--- src/rtl/gcd_pkg.sv ---
package gcd_pkg;
  typedef enum logic [1:0] {
    GCD_IDLE = 2'd0,
    GCD_RUN  = 2'd1,
    GCD_HOLD = 2'd2
  } gcd_state_e;
endpackage

--- src/rtl/gcd_step.sv ---
module gcd_step #(
  parameter int WIDTH = 8
) (
  input  logic [WIDTH-1:0] a_i,
  input  logic [WIDTH-1:0] b_i,
  output logic [WIDTH-1:0] diff_o,
  output logic [WIDTH-1:0] min_o
);
  logic             a_lt_b;
  logic [WIDTH-1:0] larger;
  logic [WIDTH-1:0] smaller;

  // comparator feeding both steering muxes
  always_comb begin
    a_lt_b  = (a_i < b_i);
    larger  = a_lt_b ? b_i : a_i;
    smaller = a_lt_b ? a_i : b_i;
    diff_o  = larger - smaller;
    min_o   = smaller;
  end
endmodule

--- src/rtl/gcd_ctrl.sv ---
module gcd_ctrl
  import gcd_pkg::*;
(
  input  logic clk,
  input  logic rst_n,
  input  logic op_valid,
  input  logic any_zero,
  output logic op_ready,
  output logic load_en,
  output logic step_en,
  output logic finish_en,
  output logic res_valid
);
  gcd_state_e state_q, state_d;

  always_comb begin
    state_d   = state_q;
    load_en   = 1'b0;
    step_en   = 1'b0;
    finish_en = 1'b0;
    op_ready  = 1'b0;
    res_valid = 1'b0;
    unique case (state_q)
      GCD_IDLE: begin
        op_ready = 1'b1;
        if (op_valid) begin
          load_en = 1'b1;
          state_d = GCD_RUN;
        end
      end
      GCD_RUN: begin
        if (any_zero) begin
          finish_en = 1'b1;
          state_d   = GCD_HOLD;
        end else begin
          step_en = 1'b1;
        end
      end
      GCD_HOLD: begin
        op_ready  = 1'b1;
        res_valid = 1'b1;
        if (op_valid) begin
          load_en = 1'b1;
          state_d = GCD_RUN;
        end
      end
      default: state_d = GCD_IDLE;
    endcase
  end

  always_ff @(posedge clk or negedge rst_n) begin
    if (!rst_n) state_q <= GCD_IDLE;
    else        state_q <= state_d;
  end

  // a result only appears after a busy cycle
  assert_done_after_busy_R4: assert property (@(posedge clk) disable iff (!rst_n)
    $rose(res_valid) |-> $past(!op_ready));

  // a busy cycle never captures operands
  assert_busy_no_load_R9: assert property (@(posedge clk) disable iff (!rst_n)
    (!op_ready && op_valid) |=> (!op_ready || res_valid));
endmodule

--- src/rtl/gcd_datapath.sv ---
module gcd_datapath #(
  parameter int WIDTH = 8
) (
  input  logic             clk,
  input  logic             rst_n,
  input  logic             load_en,
  input  logic             step_en,
  input  logic             finish_en,
  input  logic [WIDTH-1:0] op_a,
  input  logic [WIDTH-1:0] op_b,
  output logic             any_zero,
  output logic [WIDTH-1:0] res_gcd
);
  localparam logic [WIDTH-1:0] ZERO = '0;

  logic [WIDTH-1:0] a_q, b_q, res_q;
  logic [WIDTH-1:0] diff_w, min_w;

  gcd_step #(.WIDTH(WIDTH)) u_step (
    .a_i    (a_q),
    .b_i    (b_q),
    .diff_o (diff_w),
    .min_o  (min_w)
  );

  assign any_zero = (a_q == ZERO) || (b_q == ZERO);
  assign res_gcd  = res_q;

  always_ff @(posedge clk or negedge rst_n) begin
    if (!rst_n) begin
      a_q <= ZERO;
      b_q <= ZERO;
    end else if (load_en) begin
      a_q <= op_a;
      b_q <= op_b;
    end else if (step_en) begin
      a_q <= diff_w;
      b_q <= min_w;
    end
  end

  always_ff @(posedge clk or negedge rst_n) begin
    if (!rst_n)         res_q <= ZERO;
    else if (finish_en) res_q <= a_q | b_q;
  end

  assert_load_pair_R2: assert property (@(posedge clk) disable iff (!rst_n)
    load_en |=> (a_q == $past(op_a) && b_q == $past(op_b)));

  assert_step_pair_R3: assert property (@(posedge clk) disable iff (!rst_n)
    step_en |=> (a_q == (($past(a_q) > $past(b_q)) ? ($past(a_q) - $past(b_q))
                                                     : ($past(b_q) - $past(a_q)))
              && b_q == (($past(a_q) < $past(b_q)) ? $past(a_q) : $past(b_q))));

  assert_result_other_R4: assert property (@(posedge clk) disable iff (!rst_n)
    finish_en |=> res_q == (($past(a_q) == ZERO) ? $past(b_q) : $past(a_q)));
endmodule

--- src/rtl/gcd_engine.sv ---
module gcd_engine #(
  parameter int WIDTH = 8
) (
  input  logic             clk,
  input  logic             rst_n,
  input  logic             op_valid,
  output logic             op_ready,
  input  logic [WIDTH-1:0] op_a,
  input  logic [WIDTH-1:0] op_b,
  output logic             res_valid,
  output logic [WIDTH-1:0] res_gcd
);
  logic load_en, step_en, finish_en, any_zero;

  gcd_ctrl u_ctrl (
    .clk       (clk),
    .rst_n     (rst_n),
    .op_valid  (op_valid),
    .any_zero  (any_zero),
    .op_ready  (op_ready),
    .load_en   (load_en),
    .step_en   (step_en),
    .finish_en (finish_en),
    .res_valid (res_valid)
  );

  gcd_datapath #(.WIDTH(WIDTH)) u_dp (
    .clk       (clk),
    .rst_n     (rst_n),
    .load_en   (load_en),
    .step_en   (step_en),
    .finish_en (finish_en),
    .op_a      (op_a),
    .op_b      (op_b),
    .any_zero  (any_zero),
    .res_gcd   (res_gcd)
  );

  assert_hold_result_R10: assert property (@(posedge clk) disable iff (!rst_n)
    (res_valid && !(op_valid && op_ready)) |=> (res_valid && $stable(res_gcd)));

  assert_drop_on_accept_R10: assert property (@(posedge clk) disable iff (!rst_n)
    (res_valid && op_valid) |=> !res_valid);
endmodule

--- config.mk ---
export PLATFORM = sky130hd
export DESIGN_NAME = gcd_engine
export DESIGN_NICKNAME = d
export VERILOG_FILES = /design/src/rtl/gcd_pkg.sv /design/src/rtl/gcd_step.sv /design/src/rtl/gcd_ctrl.sv /design/src/rtl/gcd_datapath.sv /design/src/rtl/gcd_engine.sv
export SDC_FILE = /design/constraint.sdc
export NUM_CORES = 1
export LEC_CHECK = 0
export ABC_AREA = 1
export CORE_ASPECT_RATIO = 1.2
export CORE_MARGIN = 2
export CORE_UTILIZATION = 50
export DETAILED_ROUTE_END_ITERATION = 7
export DONT_BUFFER_PORTS = 1
export HOLD_SLACK_MARGIN = 0.12
export PLACE_DENSITY = 0.68
export SLEW_MARGIN = 15
export SYNTH_ARGS = -nofsm -noshare
export SYNTH_HDL_FRONTEND = slang
export SYNTH_SLANG_ARGS = --single-unit
export TNS_END_PERCENT = 30
--- constraint.sdc ---
create_clock -name clk -period 2.3 [get_ports clk]
set_input_delay 0.575 -clock clk [delete_from_list [all_inputs] [get_ports clk]]
set_output_delay 0.575 -clock clk [all_outputs]
set_load 0.05 [all_outputs]
Word level (Yosys, flattened, before mapping)

Index checks and enable logic that the tools add are counted.

Flip-flop bits (word level): 26
Input port bits: 19
Output and inout port bits: 10
Logic and storage cells: 35

Add/sub/neg operators: 1
Order comparisons: 1
Equality and inequality tests: 4
Mux-type cells: 17
Bitwise operators: 1
Reductions and logical operators: 7

Operators with widths:

| cell                 | number |
|---|---|
| $mux W8              | 6 |
| $logic_not A8 Y1     | 2 |
| $lt A8 B8 Y1         | 1 |
| $mux W1              | 8 |
| $or A8 B8 Y8         | 1 |
| $sub A8 B8 Y8        | 1 |
| $mux W2              | 2 |
| $pmux W2 S2          | 1 |
| $eq A2 B1 Y1 const B | 1 |
| $eq A2 B2 Y1 const B | 1 |
| $logic_not A2 Y1     | 1 |
| $ne A2 B1 Y1 const B | 1 |
| $ne A2 B2 Y1 const B | 1 |
| $reduce_and A2 Y1    | 1 |
| $reduce_bool A2 Y1   | 1 |
| $reduce_or A2 Y1     | 1 |
| $logic_or A1 B1 Y1   | 1 |

Logic depth before layout (Yosys ltp)

Gate-level depths: netlist of run 1.

Word-level depth: 6
Gate-level depth with buffers: 20

By module

A second synthesis of run 1 with hierarchy kept.

Cells, all modules: 283
Area total of the unflattened synthesis: 1,905.6 µm²

By module, submodules not included:

| module       | times used | cells an instance | area each (µm²) | sequential area each (µm²) |
|---|---|---|---|---|
| gcd_datapath | 1          | 144               | 1,118.6         | 600.6 |
| gcd_step     | 1          | 123               | 678.2           | 0.0 |
| gcd_ctrl     | 1          | 16                | 108.9           | 50.0 |

Least setup slack after synthesis of run 1

OpenSTA, ideal clock, no wires.

Path kind: register -> register
Start point: register u_dp.b_q[2]
End point: register u_dp.a_q[6]
Data arrival time: 2.199 ns
Path slack: -0.016 ns
Cell stages (with the launch flop): 20
Path through: dfrtp_1 > inv_1 > ha_1 > nor2_1 > nand2_1 > nand2_1 > nand2_2 > nand2_2 > buf_6 > nand3_2 > and2_1 > ha_1 > inv_1 > nand2_1 > nand2_1 > nand3_1 > nand2_1 > nand3_1 > nand2_1 > nand2_1

Cells in the longest elaborated chain, start to end: 5
Elaborated cells on any way between the ends: 11
Those cells by class: add/sub: 1; order compare: 1; mux: 6; reduce/logical: 3

Ends and longest elaborated chain:

| item                                                    | line                               | source |
|---|---|---|
| from (decl)                                             | gcd_datapath.sv:16                 | `logic [WIDTH-1:0] a_q, b_q, res_q;` |
| from (signal assigned)                                  | gcd_datapath.sv:35                 | `b_q <= op_b;` |
| from (signal assigned)                                  | gcd_datapath.sv:38                 | `b_q <= min_w;` |
| $lt A8 B8 Y1 / $logic_not A8 Y1 (equally long branches) | gcd_step.sv:15, gcd_datapath.sv:26 |  |
| $mux W8 (tied with other cells)                         | gcd_step.sv:16                     | `larger = a_lt_b ? b_i : a_i;` |
| $sub A8 B8 Y8 / $mux W1 (equally long branches)         | gcd_step.sv:18, gcd_ctrl.sv:32     |  |
| $mux W8 / $mux W1 (equally long branches)               | gcd_datapath.sv:36, gcd_ctrl.sv:23 |  |
| $mux W8 / $reduce_bool A2 Y1 (equally long branches)    | -                                  |  |
| to (signal assigned)                                    | gcd_datapath.sv:34                 | `a_q <= op_a;` |
| to (signal assigned)                                    | gcd_datapath.sv:37                 | `a_q <= diff_w;` |
| to (decl)                                               | gcd_datapath.sv:16                 |  |

Parallel ways exist; a longest one is shown, timed or not. The select of a mux whose other input is x is not followed.
A chain may end at the register's enable or synchronous reset.

Final worst setup path of run 1

Start point: register u_dp.a_q[7]
End point: register u_dp.a_q[6]

Cells in the longest elaborated chain, start to end: 5
Elaborated cells on any way between the ends: 11
Those cells by class: add/sub: 1; order compare: 1; mux: 6; reduce/logical: 3

Ends and longest elaborated chain:

| item                                                    | line |
|---|---|
| $lt A8 B8 Y1 / $logic_not A8 Y1 (equally long branches) | gcd_step.sv:15, gcd_datapath.sv:26 |
| $mux W8 (tied with other cells)                         | gcd_step.sv:16 |
| $sub A8 B8 Y8 / $mux W1 (equally long branches)         | gcd_step.sv:18, gcd_ctrl.sv:32 |
| $mux W8 / $mux W1 (equally long branches)               | gcd_datapath.sv:36, gcd_ctrl.sv:23 |
| $mux W8 / $reduce_bool A2 Y1 (equally long branches)    | - |

Parallel ways exist; a longest one is shown, timed or not. The select of a mux whose other input is x is not followed.

==> impl_metrics.sql, run 1 <==
INSERT INTO impl_metrics (metric_group, metric, value, unit) VALUES
('yosys', 'syn-mean-instance-area', '7.34', 'um^2'),
('placed_design', 'dp_cells', '343', ''),
('setup_path', 'endpoint_kind', 'register', ''),
('placed_design', 'place_congestion', '0.948', ''),
('route', 'detail_route.wl_per_cell', '15.1', 'um'),
('floorplan', 'io_pins', '29', ''),
('setup_path', 'crit_slowest_cell', 'sky130_fd_sc_hd__dfrtp_1', ''),
('global_routing', 'pin_count_of_the_biggest_net_entering_global_routing', '27', ''),
('finish', 'final_cell_area', '2500', 'um^2'),
('cts', 'cts_max_path_buffers', '2', ''),
('timing', 'grt_setup_unrepaired', 'true', ''),
('placed_design', 'hpwl', '3910', 'um'),
('finish', 'fin_util', '68.9', '%'),
('setup_path', 'top_family_by_delay_on_critical_path', 'simple AND/OR/NAND/NOR gates', ''),
('cts', 'depth_of_the_cts_h_tree', '1', ''),
('global_routing', 'globalRoute.totalOverflow', '0', ''),
('route', 'dr.first_iter.drc_count', '120', ''),
('hold_path', 'type_of_the_most_critical_hold_path', 'in2reg', ''),
('job', 'timing.max_cap.violations', '0', ''),
('cts', 'clockRootBuffer', 'sky130_fd_sc_hd__clkbuf_8', ''),
('finish', 'area.growth.synth_to_final', '31.7', '%'),
('global_routing', 'grt.met3_usage', '2.53', '%'),
('finish', 'antenna_cells_inserted', '0', ''),
('timing', 'report.final.slew_viol_count', '0', ''),
('floorplan', 'dieWidth', '60.3', 'um'),
('route', 'drt_pre_antenna_iters', '4', ''),
('route', 'via_count', '1892', ''),
('global_routing', 'grt_first_pass_wirelength', '8320', 'um'),
('global_routing', 'grt.total_usage', '25.6', '%'),
('route', 'routed_wl', '5390', 'um'),
('timing', 'timing.clock.skew', '5.25', 'ps'),
('yosys', 'postSynthNetCount', '295', ''),
('outcome', 'outcome', 'completed', ''),
('cts', 'cts.reportedPaths.clkPinSlew', '90', 'ps'),
('yosys', 'synth_edf_count', '0', ''),
('setup_path', 'path_max_fanout', '4', ''),
('global_routing', 'gr-usage-met1', '34.6', '%'),
('timing', 'fmax', '446', 'MHz'),
('yosys', 'synth_sequential_area_ratio', '34.2', '%'),
('floorplan', 'placementRows', '24', ''),
('yosys', 'synth_cells', '259', ''),
('setup_path', 'path_common_cell', 'sky130_fd_sc_hd__nand2_2', ''),
('cts', 'worst_skew_pair.late_latency', '270', 'ps'),
('timing', 'finalSetupViolCount', '0', ''),
('setup_path', 'timing.critical_path.slowest_cell_delay', '400', 'ps'),
('finish', 'final_common_cell', 'sky130_fd_sc_hd__nand2_1', ''),
('route', 'ant_nets', '0', ''),
('yosys', 'yosysTopAreaCellShare', '34.2', '%'),
('route', 'drc_errors', '0', ''),
('finish', 'nFillCells', '308', ''),
('setup_path', 'critPathRequiredTime', '2470', 'ps'),
('finish', 'final-instance-count-excl-fill', '357', ''),
('cts', 'tritoncts_num_sinks', '26', ''),
('finish', 'nNetsFinal', '343', ''),
('yosys', 'flip_flop_and_latch_count_after_synthesis', '26', ''),
('floorplan', 'floorplan.initialDensity', '52.3', '%'),
('timing', 'max_slew_margin', '67.5', '%'),
('yosys', 'dominantRegCellSynth', 'sky130_fd_sc_hd__dfrtp_1', ''),
('cts', 'cts_tree', 'built', ''),
('global_routing', 'first_global_vias', '1773', ''),
('floorplan', 'fp.dieArea', '4320', 'um^2'),
('global_routing', 'number_of_antenna_violations_at_the_first_check_in_global_routing', '0', ''),
('yosys', 'synth_warnings', '0', ''),
('setup_path', 'critical_path.cell_chain', 'inv_2, ha_4, inv_2, nand2_2, nand2_2, a21oi_4, nand4_1, and2_1, ha_2, inv_2, nand2_2, nand2_2, nand3_2, nand2_1, nand3_1, nand2_1, nand2_1', ''),
('cts', 'number_of_buffers_inserted_during_clock_tree_synthesis', '3', ''),
('yosys', 'synthesized_area', '1900', 'um^2'),
('setup_path', 'timing_worst_setup_path_type', 'reg2reg', ''),
('setup_path', 'setup.worst_path.start_class', 'register', ''),
('global_routing', 'globalRoute.busiestLayer', 'met2', ''),
('placed_design', 'dpl_cell_area', '2270', 'um^2'),
('timing', 'final.min_clock_period', '2240', 'ps');
## what timing repair did
action / 4_1_cts / 5_1_grt
setup endpoints to repair: 2 / 5
hold buffers: 2 / 0
setup buffers: 0 / 9
pin swaps: 0 / 13
gates resized for setup: 1 / 34
hold endpoints to repair: 26 / 0
gates cloned: 0 / 0
## stage by stage
step	setup WS (ps)	hold slack [ps]
2_1_floorplan	11.4	279
3_3_place_gp	48.1	280
3_5_place_dp	-40.4	280
4_1_cts	26.0	428
5_1_grt	-104	433
6_report	57.8	433
## cell usage after synthesis, types with 3 or more instances
library cell	count
sky130_fd_sc_hd__nand2_1	83
sky130_fd_sc_hd__inv_1	35
sky130_fd_sc_hd__dfrtp_1	26
sky130_fd_sc_hd__nand3_1	18
sky130_fd_sc_hd__ha_1	17
sky130_fd_sc_hd__nor2_1	11
sky130_fd_sc_hd__nand4_1	10
sky130_fd_sc_hd__o21ai_0	10
sky130_fd_sc_hd__o211ai_1	5
sky130_fd_sc_hd__inv_2	4
sky130_fd_sc_hd__o21ai_1	4
sky130_fd_sc_hd__o221ai_1	4
sky130_fd_sc_hd__a21oi_1	3
sky130_fd_sc_hd__a31oi_1	3
sky130_fd_sc_hd__and2_1	3
sky130_fd_sc_hd__nand2_2	3
sky130_fd_sc_hd__o21ai_2	3
## final cells by class
| type | instances | area (um^2) | area share, % |
|---|---|---|---|
| flip-flops and latches | 26 | 651 | 26.0 |
| inverters | 39 | 149 | 5.94 |
| repair buffers | 48 | 403 | 16.1 |
| well taps | 52 | 65.1 | 2.60 |
| clock buffers | 3 | 41.3 | 1.65 |
| multi-input cells | 189 | 1200 | 47.8 |
## final timing paths
path | end | slack, ps | cells after the start | start
min | u_dp.b_q[1] | 430 | 2 | op_b[1]
min in group asynchronous | u_ctrl.state_q[0] | 750 | 2 | rst_n
max | u_dp.a_q[6] | 60 | 17 | u_dp.a_q[7]
max reg2reg | u_dp.a_q[6] | 60 | 17 | u_dp.a_q[7]
min reg2reg | u_dp.a_q[7] | 560 | 2 | u_dp.a_q[7]
max in group asynchronous | u_dp.b_q[0] | 1400 | 2 | rst_n
## cells by family (layout without fill, tap and decap cells)
kind of cell               count (synthesis)  in the layout  share of synthesized area [%]
and+or+nand+nor                          136            136                           32.8
buffers and inverters                     44             90                           9.21
adders and majority gates                 17             17                           11.2
xor gates and xnor gates                   1              1                          0.461
AOI/OAI and AO/OA                         35             35                           12.2
DFF                                       26             26                           34.2
## routing by layer
metal  routed length (um)  vias up
li1                     -      946
met1                 2420      869
met2                 2610       65
met3                  260       12
met4                  101        0
met5                    0        -
## registers in the layout (all words and copies together), names as in the netlist, named ones only
name            count
u_ctrl.state_q      2
u_dp.res_gcd        8
u_dp.b_q            7
u_dp.a_q            8
Power of run 1 is not shown: default switching activity piles up to over one toggle a cycle in this logic, so the estimate is an artifact.
==> run 2, diff against run 1 <==
--- a/config.mk
+++ b/config.mk
@@ -6,13 +6,15 @@
 export NUM_CORES = 1
 export LEC_CHECK = 0
 export ABC_AREA = 1
+export CELL_PAD_IN_SITES_DETAIL_PLACEMENT = 1
+export CELL_PAD_IN_SITES_GLOBAL_PLACEMENT = 1
 export CORE_ASPECT_RATIO = 1.2
 export CORE_MARGIN = 2
-export CORE_UTILIZATION = 50
+export CORE_UTILIZATION = 41
 export DETAILED_ROUTE_END_ITERATION = 7
 export DONT_BUFFER_PORTS = 1
 export HOLD_SLACK_MARGIN = 0.12
-export PLACE_DENSITY = 0.68
+export PLACE_DENSITY_LB_ADDON = 0.1
 export SLEW_MARGIN = 15
 export SYNTH_ARGS = -nofsm -noshare
 export SYNTH_HDL_FRONTEND = slang
==> impl_metrics.sql, run 2 (synthesis results as in run 1) <==
INSERT INTO impl_metrics (metric_group, metric, value, unit) VALUES
('timing', 'grt_setup_unrepaired', 'true', ''),
('floorplan', 'die_h', '78.6', 'um'),
('job', 'timing.max_cap.violations', '0', ''),
('floorplan', 'floorplan.initialDensity', '42.0', '%'),
('timing', 'fmax', '433', 'MHz'),
('placed_design', 'numPortBuffers', '0', ''),
('timing', 'fin_tns_setup', '-10.5', 'ps'),
('floorplan', 'placementRows', '27', ''),
('route', 'drc_errors', '0', ''),
('timing', 'timing_worst_slew_pin_value', '470', 'ps'),
('cts', 'depth_of_the_cts_h_tree', '1', ''),
('floorplan', 'core-area', '4530', 'um^2'),
('global_routing', 'pin_count_of_the_biggest_net_entering_global_routing', '27', ''),
('finish', 'layout.cells.most_common_list', '74 x sky130_fd_sc_hd__nand2_1, 47 x sky130_fd_sc_hd__buf_4, 26 x sky130_fd_sc_hd__dfrtp_1', ''),
('finish', 'final_common_cell', 'sky130_fd_sc_hd__nand2_1', ''),
('finish', 'nNetsFinal', '348', ''),
('finish', 'area.growth.synth_to_final', '37.9', '%'),
('setup_path', 'setup.reg_to_reg.worst_slack', '-10', 'ps'),
('timing', 'timing.clock.skew', '5.49', 'ps'),
('timing', 'hold_viol', '0', ''),
('global_routing', 'number_of_antenna_violations_at_the_first_check_in_global_routing', '0', ''),
('outcome', 'outcome', 'finished, violations left', ''),
('timing', 'finalSetupViolCount', '1', ''),
('global_routing', 'globalRoute.totalOverflow', '0', ''),
('route', 'detail_route.wl_per_cell', '18.6', 'um'),
('setup_path', 'worst_ep_arrival_time', '2470', 'ps'),
('global_routing', 'first_global_vias', '2192', ''),
('setup_path', 'endpoint_kind', 'register', ''),
('global_routing', 'grt_first_pass_wirelength', '10800', 'um'),
('hold_path', 'holdCritStartpoint', 'op_b[3]', ''),
('floorplan', 'dieWidth', '66.2', 'um'),
('finish', 'drive_above_1_share', '36.7', '%'),
('setup_path', 'timing.reg2reg.worst_path_depth', '15', ''),
('timing', 'final_critical_path_setup_slack', '-10.5', 'ps'),
('cts', 'tritoncts_num_sinks', '26', ''),
('setup_path', 'path_max_fanout', '4', ''),
('cts', 'cts_tree', 'built', ''),
('floorplan', 'io_pins', '29', ''),
('route', 'routed_wl', '6850', 'um'),
('timing', 'final.min_clock_period', '2310', 'ps'),
('hold_path', 'min_path_cells', '2', ''),
('timing', 'max_slew_margin', '68.7', '%'),
('finish', 'nFillCells', '565', ''),
('cts', 'cts_max_path_buffers', '2', ''),
('setup_path', 'timing_worst_setup_path_type', 'reg2reg', ''),
('route', 'drt_pre_antenna_iters', '4', ''),
('cts', 'number_of_buffers_inserted_during_clock_tree_synthesis', '3', ''),
('hold_path', 'type_of_the_most_critical_hold_path', 'in2reg', ''),
('finish', 'antenna_cells_inserted', '0', ''),
('global_routing', 'grt.total_usage', '27.3', '%'),
('placed_design', 'hpwl', '4850', 'um'),
('timing', 'min_period_over_period', '100', '%'),
('cts', 'clockRootBuffer', 'sky130_fd_sc_hd__clkbuf_8', ''),
('placed_design', 'place_congestion', '0.926', ''),
('route', 'ant_nets', '0', ''),
('cts', 'worst_skew_pair.late_latency', '270', 'ps'),
('timing', 'report.final.slew_viol_count', '0', ''),
('route', 'via_count', '1996', ''),
('outcome', 'violations_in_the_final_reports', 'negative setup slack', ''),
('floorplan', 'fp.dieArea', '5200', 'um^2'),
('route', 'dr.first_iter.drc_count', '74', ''),
('setup_path', 'setup.worst_path.start_class', 'register', ''),
('cts', 'cts.reportedPaths.clkPinSlew', '100', 'ps'),
('setup_path', 'critPathRequiredTime', '2460', 'ps'),
('route', 'post_drt_via_cell_ratio', '5.41', '');
[run 2: changes by cell type in the layout (fill, tap and decap cells not counted), sizes merged]
cell	previous run	this run
buf	47	52
clkbuf	3	4
[run 2: area by class of cell]
type / instances / area [um^2] / share of cell area, %
multi-input cells: 189 / 1250 / 47.6
flip-flops and latches: 26 / 651 / 24.8
repair buffers: 53 / 445 / 17.0
inverters: 39 / 151 / 5.77
well taps: 58 / 72.6 / 2.77
clock buffers: 4 / 55.1 / 2.10
[run 2: worst max-delay path: stages, from the launching register on]
cell and delay, ps:
sky130_fd_sc_hd__dfrtp_1 410, sky130_fd_sc_hd__inv_2 90, sky130_fd_sc_hd__ha_4 210, sky130_fd_sc_hd__buf_4 150
sky130_fd_sc_hd__nor3_2 190, sky130_fd_sc_hd__nand2_2 130, sky130_fd_sc_hd__buf_4 160, sky130_fd_sc_hd__nand3_1 110
sky130_fd_sc_hd__and2_4 170, sky130_fd_sc_hd__nand2_2 70, sky130_fd_sc_hd__nand2_4 90, sky130_fd_sc_hd__nand2_2 60
sky130_fd_sc_hd__nand3_1 80, sky130_fd_sc_hd__nand2_1 60, sky130_fd_sc_hd__o21ai_2 140, sky130_fd_sc_hd__nand2_1 70
[run 2: timing repair]
action	in CTS	in global routing
gates cloned	0	0
setup buffers	3	6
hold endpoints to repair	26	0
setup endpoints to repair	5	5
resized for setup	22	30
hold buffers	2	0
pin swaps	8	11
[run 2: path summary, 6_finish.rpt]
kind,end
worst max-delay path,u_dp.a_q[4]
worst min-delay path,u_dp.b_q[3]
worst max register to register,u_dp.a_q[4]
worst min register to register,register
max in group asynchronous,u_dp.b_q[4]
min in group asynchronous,u_dp.a_q[0]
[run 2: metrics by stage]
step	instance area (um^2)	hold WS, ps	cells	setup WS (ps)	utilization, %
2_1_floorplan	1940	279	259	11.4	-
3_3_place_gp	2310	280	354	-72.4	51.1
3_5_place_dp	2310	280	354	-152	51.1
4_1_cts	2470	414	363	2.10	54.6
5_1_grt	2620	414	369	-118	57.9
6_report	2620	430	369	-10.5	57.9
[run 2: routing by layer]
metal	global-route usage, %	vias to the layer above	share of wire [%]
li1	-	954	-
met1	33.1	994	43
met2	49.9	41	52
met3	3.01	7	3.8
met4	7.35	0	1.3
met5	0	-	0
Power of run 2 is left out for the same reason.
==> run 3, diff against run 2 <==
--- a/config.mk
+++ b/config.mk
@@ -14,6 +14,7 @@
 export DETAILED_ROUTE_END_ITERATION = 7
 export DONT_BUFFER_PORTS = 1
 export HOLD_SLACK_MARGIN = 0.12
+export MAX_ROUTING_LAYER = met4
 export PLACE_DENSITY_LB_ADDON = 0.1
 export SLEW_MARGIN = 15
 export SYNTH_ARGS = -nofsm -noshare
==> impl_metrics.sql, run 3 (synthesis results as in run 1) <==
INSERT INTO impl_metrics (metric_group, metric, value, unit) VALUES
('outcome', 'outcome', 'finished, violations left', ''),
('outcome', 'violations_in_the_final_reports', 'negative setup slack', ''),
('cts', 'number_of_buffers_inserted_during_clock_tree_synthesis', '3', ''),
('global_routing', 'number_of_antenna_violations_at_the_first_check_in_global_routing', '0', ''),
('job', 'timing.max_cap.violations', '0', ''),
('floorplan', 'fp.dieArea', '5200', 'um^2'),
('route', 'routed_wl', '6770', 'um'),
('timing', 'max_slew_margin', '68.7', '%'),
('cts', 'clockRootBuffer', 'sky130_fd_sc_hd__clkbuf_8', ''),
('setup_path', 'worst_setup_path_endpoint', 'u_dp.a_q[7]', ''),
('cts', 'cts.reportedPaths.clkPinSlew', '90', 'ps'),
('setup_path', 'critPathRequiredTime', '2460', 'ps'),
('global_routing', 'gr-usage-met1', '33.5', '%'),
('timing', 'timing.clock.skew', '7.53', 'ps'),
('cts', 'worst_skew_pair.late_latency', '270', 'ps'),
('global_routing', 'grt_use_met2', '42.8', '%'),
('setup_path', 'timing.reg2reg.worst_path_depth', '16', ''),
('timing', 'grt_setup_unrepaired', 'true', ''),
('floorplan', 'floorplan.initialDensity', '42.0', '%'),
('timing', 'fmax', '432', 'MHz'),
('floorplan', 'io_pins', '29', ''),
('finish', 'final_cell_area', '2660', 'um^2'),
('floorplan', 'core-area', '4530', 'um^2'),
('setup_path', 'timing_worst_setup_path_type', 'reg2reg', ''),
('cts', 'cts_tree', 'built', ''),
('placed_design', 'dpl_cell_area', '2290', 'um^2'),
('setup_path', 'endpoint_kind', 'register', ''),
('hold_path', 'type_of_the_most_critical_hold_path', 'in2reg', ''),
('cts', 'cts_max_path_buffers', '2', ''),
('setup_path', 'worst_ep_arrival_time', '2470', 'ps'),
('finish', 'drive_above_1_share', '39.2', '%'),
('cts', 'tritoncts_num_sinks', '26', ''),
('timing', 'report.final.slew_viol_count', '0', ''),
('setup_path', 'critical_path.cell_chain', 'inv_2, buf_6, ha_4, nand2_2, nand2_2, a21oi_4, nand4_1, buf_4, nand3_1, nand3_2, nand2_2, nand3_1, nand2_1, nand3_1, nand2_1, nand2_1', ''),
('finish', 'nFillCells', '567', ''),
('timing', 'finalSetupViolCount', '1', ''),
('global_routing', 'globalRoute.busiestLayer', 'met2', ''),
('placed_design', 'place_congestion', '0.936', ''),
('global_routing', 'grt_first_pass_wirelength', '9980', 'um'),
('timing', 'hold_viol', '0', ''),
('cts', 'depth_of_the_cts_h_tree', '1', ''),
('floorplan', 'die_h', '78.6', 'um'),
('global_routing', 'globalRoute.totalOverflow', '0', ''),
('timing', 'min_period_over_period', '101', '%'),
('setup_path', 'setup.worst_path.start', 'u_dp.b_q[4]', ''),
('floorplan', 'dieWidth', '66.2', 'um'),
('timing', 'timing_worst_slew_pin_value', '469', 'ps'),
('setup_path', 'timing.critical_path.slowest_cell_delay', '410', 'ps'),
('floorplan', 'placementRows', '27', ''),
('timing', 'final.min_clock_period', '2310', 'ps'),
('route', 'post_drt_via_cell_ratio', '5.46', ''),
('global_routing', 'pin_count_of_the_biggest_net_entering_global_routing', '27', ''),
('setup_path', 'path_max_fanout', '4', ''),
('finish', 'nNetsFinal', '352', ''),
('setup_path', 'crit_slowest_cell', 'sky130_fd_sc_hd__dfrtp_1', ''),
('finish', 'area.growth.synth_to_final', '40.1', '%'),
('finish', 'final_common_cell', 'sky130_fd_sc_hd__nand2_1', ''),
('route', 'drt_pre_antenna_iters', '4', ''),
('finish', 'layout.cells.most_common_list', '73 x sky130_fd_sc_hd__nand2_1, 49 x sky130_fd_sc_hd__buf_4, 26 x sky130_fd_sc_hd__dfrtp_1', ''),
('route', 'via_count', '2030', ''),
('route', 'drc_errors', '0', ''),
('setup_path', 'setup.reg_to_reg.worst_slack', '-10', 'ps'),
('global_routing', 'first_global_vias', '1983', ''),
('route', 'detail_route.wl_per_cell', '18.2', 'um'),
('finish', 'antenna_cells_inserted', '0', ''),
('setup_path', 'r2r_start', 'u_dp.b_q[4]', ''),
('route', 'ant_nets', '0', ''),
('timing', 'final_critical_path_setup_slack', '-15.0', 'ps'),
('global_routing', 'grt.met3_usage', '3.01', '%'),
('route', 'dr.first_iter.drc_count', '92', ''),
('global_routing', 'grt.total_usage', '26.0', '%'),
('setup_path', 'setup.worst_path.start_class', 'register', ''),
('placed_design', 'hpwl', '4810', 'um'),
('finish', 'fin_util', '58.8', '%'),
('placed_design', 'numPortBuffers', '0', ''),
('setup_path', 'regToRegEndpoint', 'u_dp.a_q[7]', '');
## run 3: area by class of cell
class | count | area [um^2] | area share, %
multi-input combinational | 189 | 1270 | 47.7
sequential | 26 | 651 | 24.4
timing repair buffer | 57 | 474 | 17.8
inverter | 39 | 154 | 5.78
tap | 58 | 72.6 | 2.72
clock buffer | 3 | 41.3 | 1.55
## run 3: metal layers
| metal | share of wire [%] | vias to the layer above | routed length (um) |
|---|---|---|---|
| met5 | 0 | - | 0 |
| met4 | 2.0 | 0 | 137 |
| met3 | 3.3 | 13 | 223 |
| met2 | 50 | 52 | 3360 |
| met1 | 45 | 996 | 3040 |
| li1 | - | 969 | - |
## run 3: how the worst min path moves through the flow
stage / depth (start not counted) / slack [ps] / startpoint / end
after global routing: 2 / 430 / op_b[5] / u_dp.b_q[5]
final: 2 / 430 / op_b[1] / u_dp.b_q[1]
after global placement: 0 / 280 / rst_n / u_dp.res_gcd[0]
after detailed placement: 0 / 280 / rst_n / u_dp.res_gcd[0]
after floorplan: 0 / 280 / rst_n / async pin
after CTS: 2 / 430 / op_b[1] / u_dp.b_q[1]
## run 3: what timing repair did
item,in CTS,in global routing
pin swaps,10,22
hold buffers,2,0
setup endpoints to repair,2,6
endpoints found under the hold margin,26,0
resized for setup,19,40
buffers inserted,7,9
## run 3: worst max-delay path, delay by kind of cell (launching register included)
family,cells,cell delay [ps]
flops,1,410
fa+ha+maj,1,150
compound gates,1,210
simple gates,11,1030
buf+inv,3,380
## run 3: metrics by stage
step | instances | TNS, ps | hold WS (ps) | worst slack (ps)
6_report | 372 | -15.0 | 430 | -15.0
2_1_floorplan | 259 | 0 | 279 | 11.4
4_1_cts | 363 | -11.8 | 430 | -11.8
5_1_grt | 372 | -452 | 426 | -156
3_3_place_gp | 351 | -69.6 | 280 | -39.6
3_5_place_dp | 351 | -312 | 280 | -165
Power of run 3 is left out for the same reason.
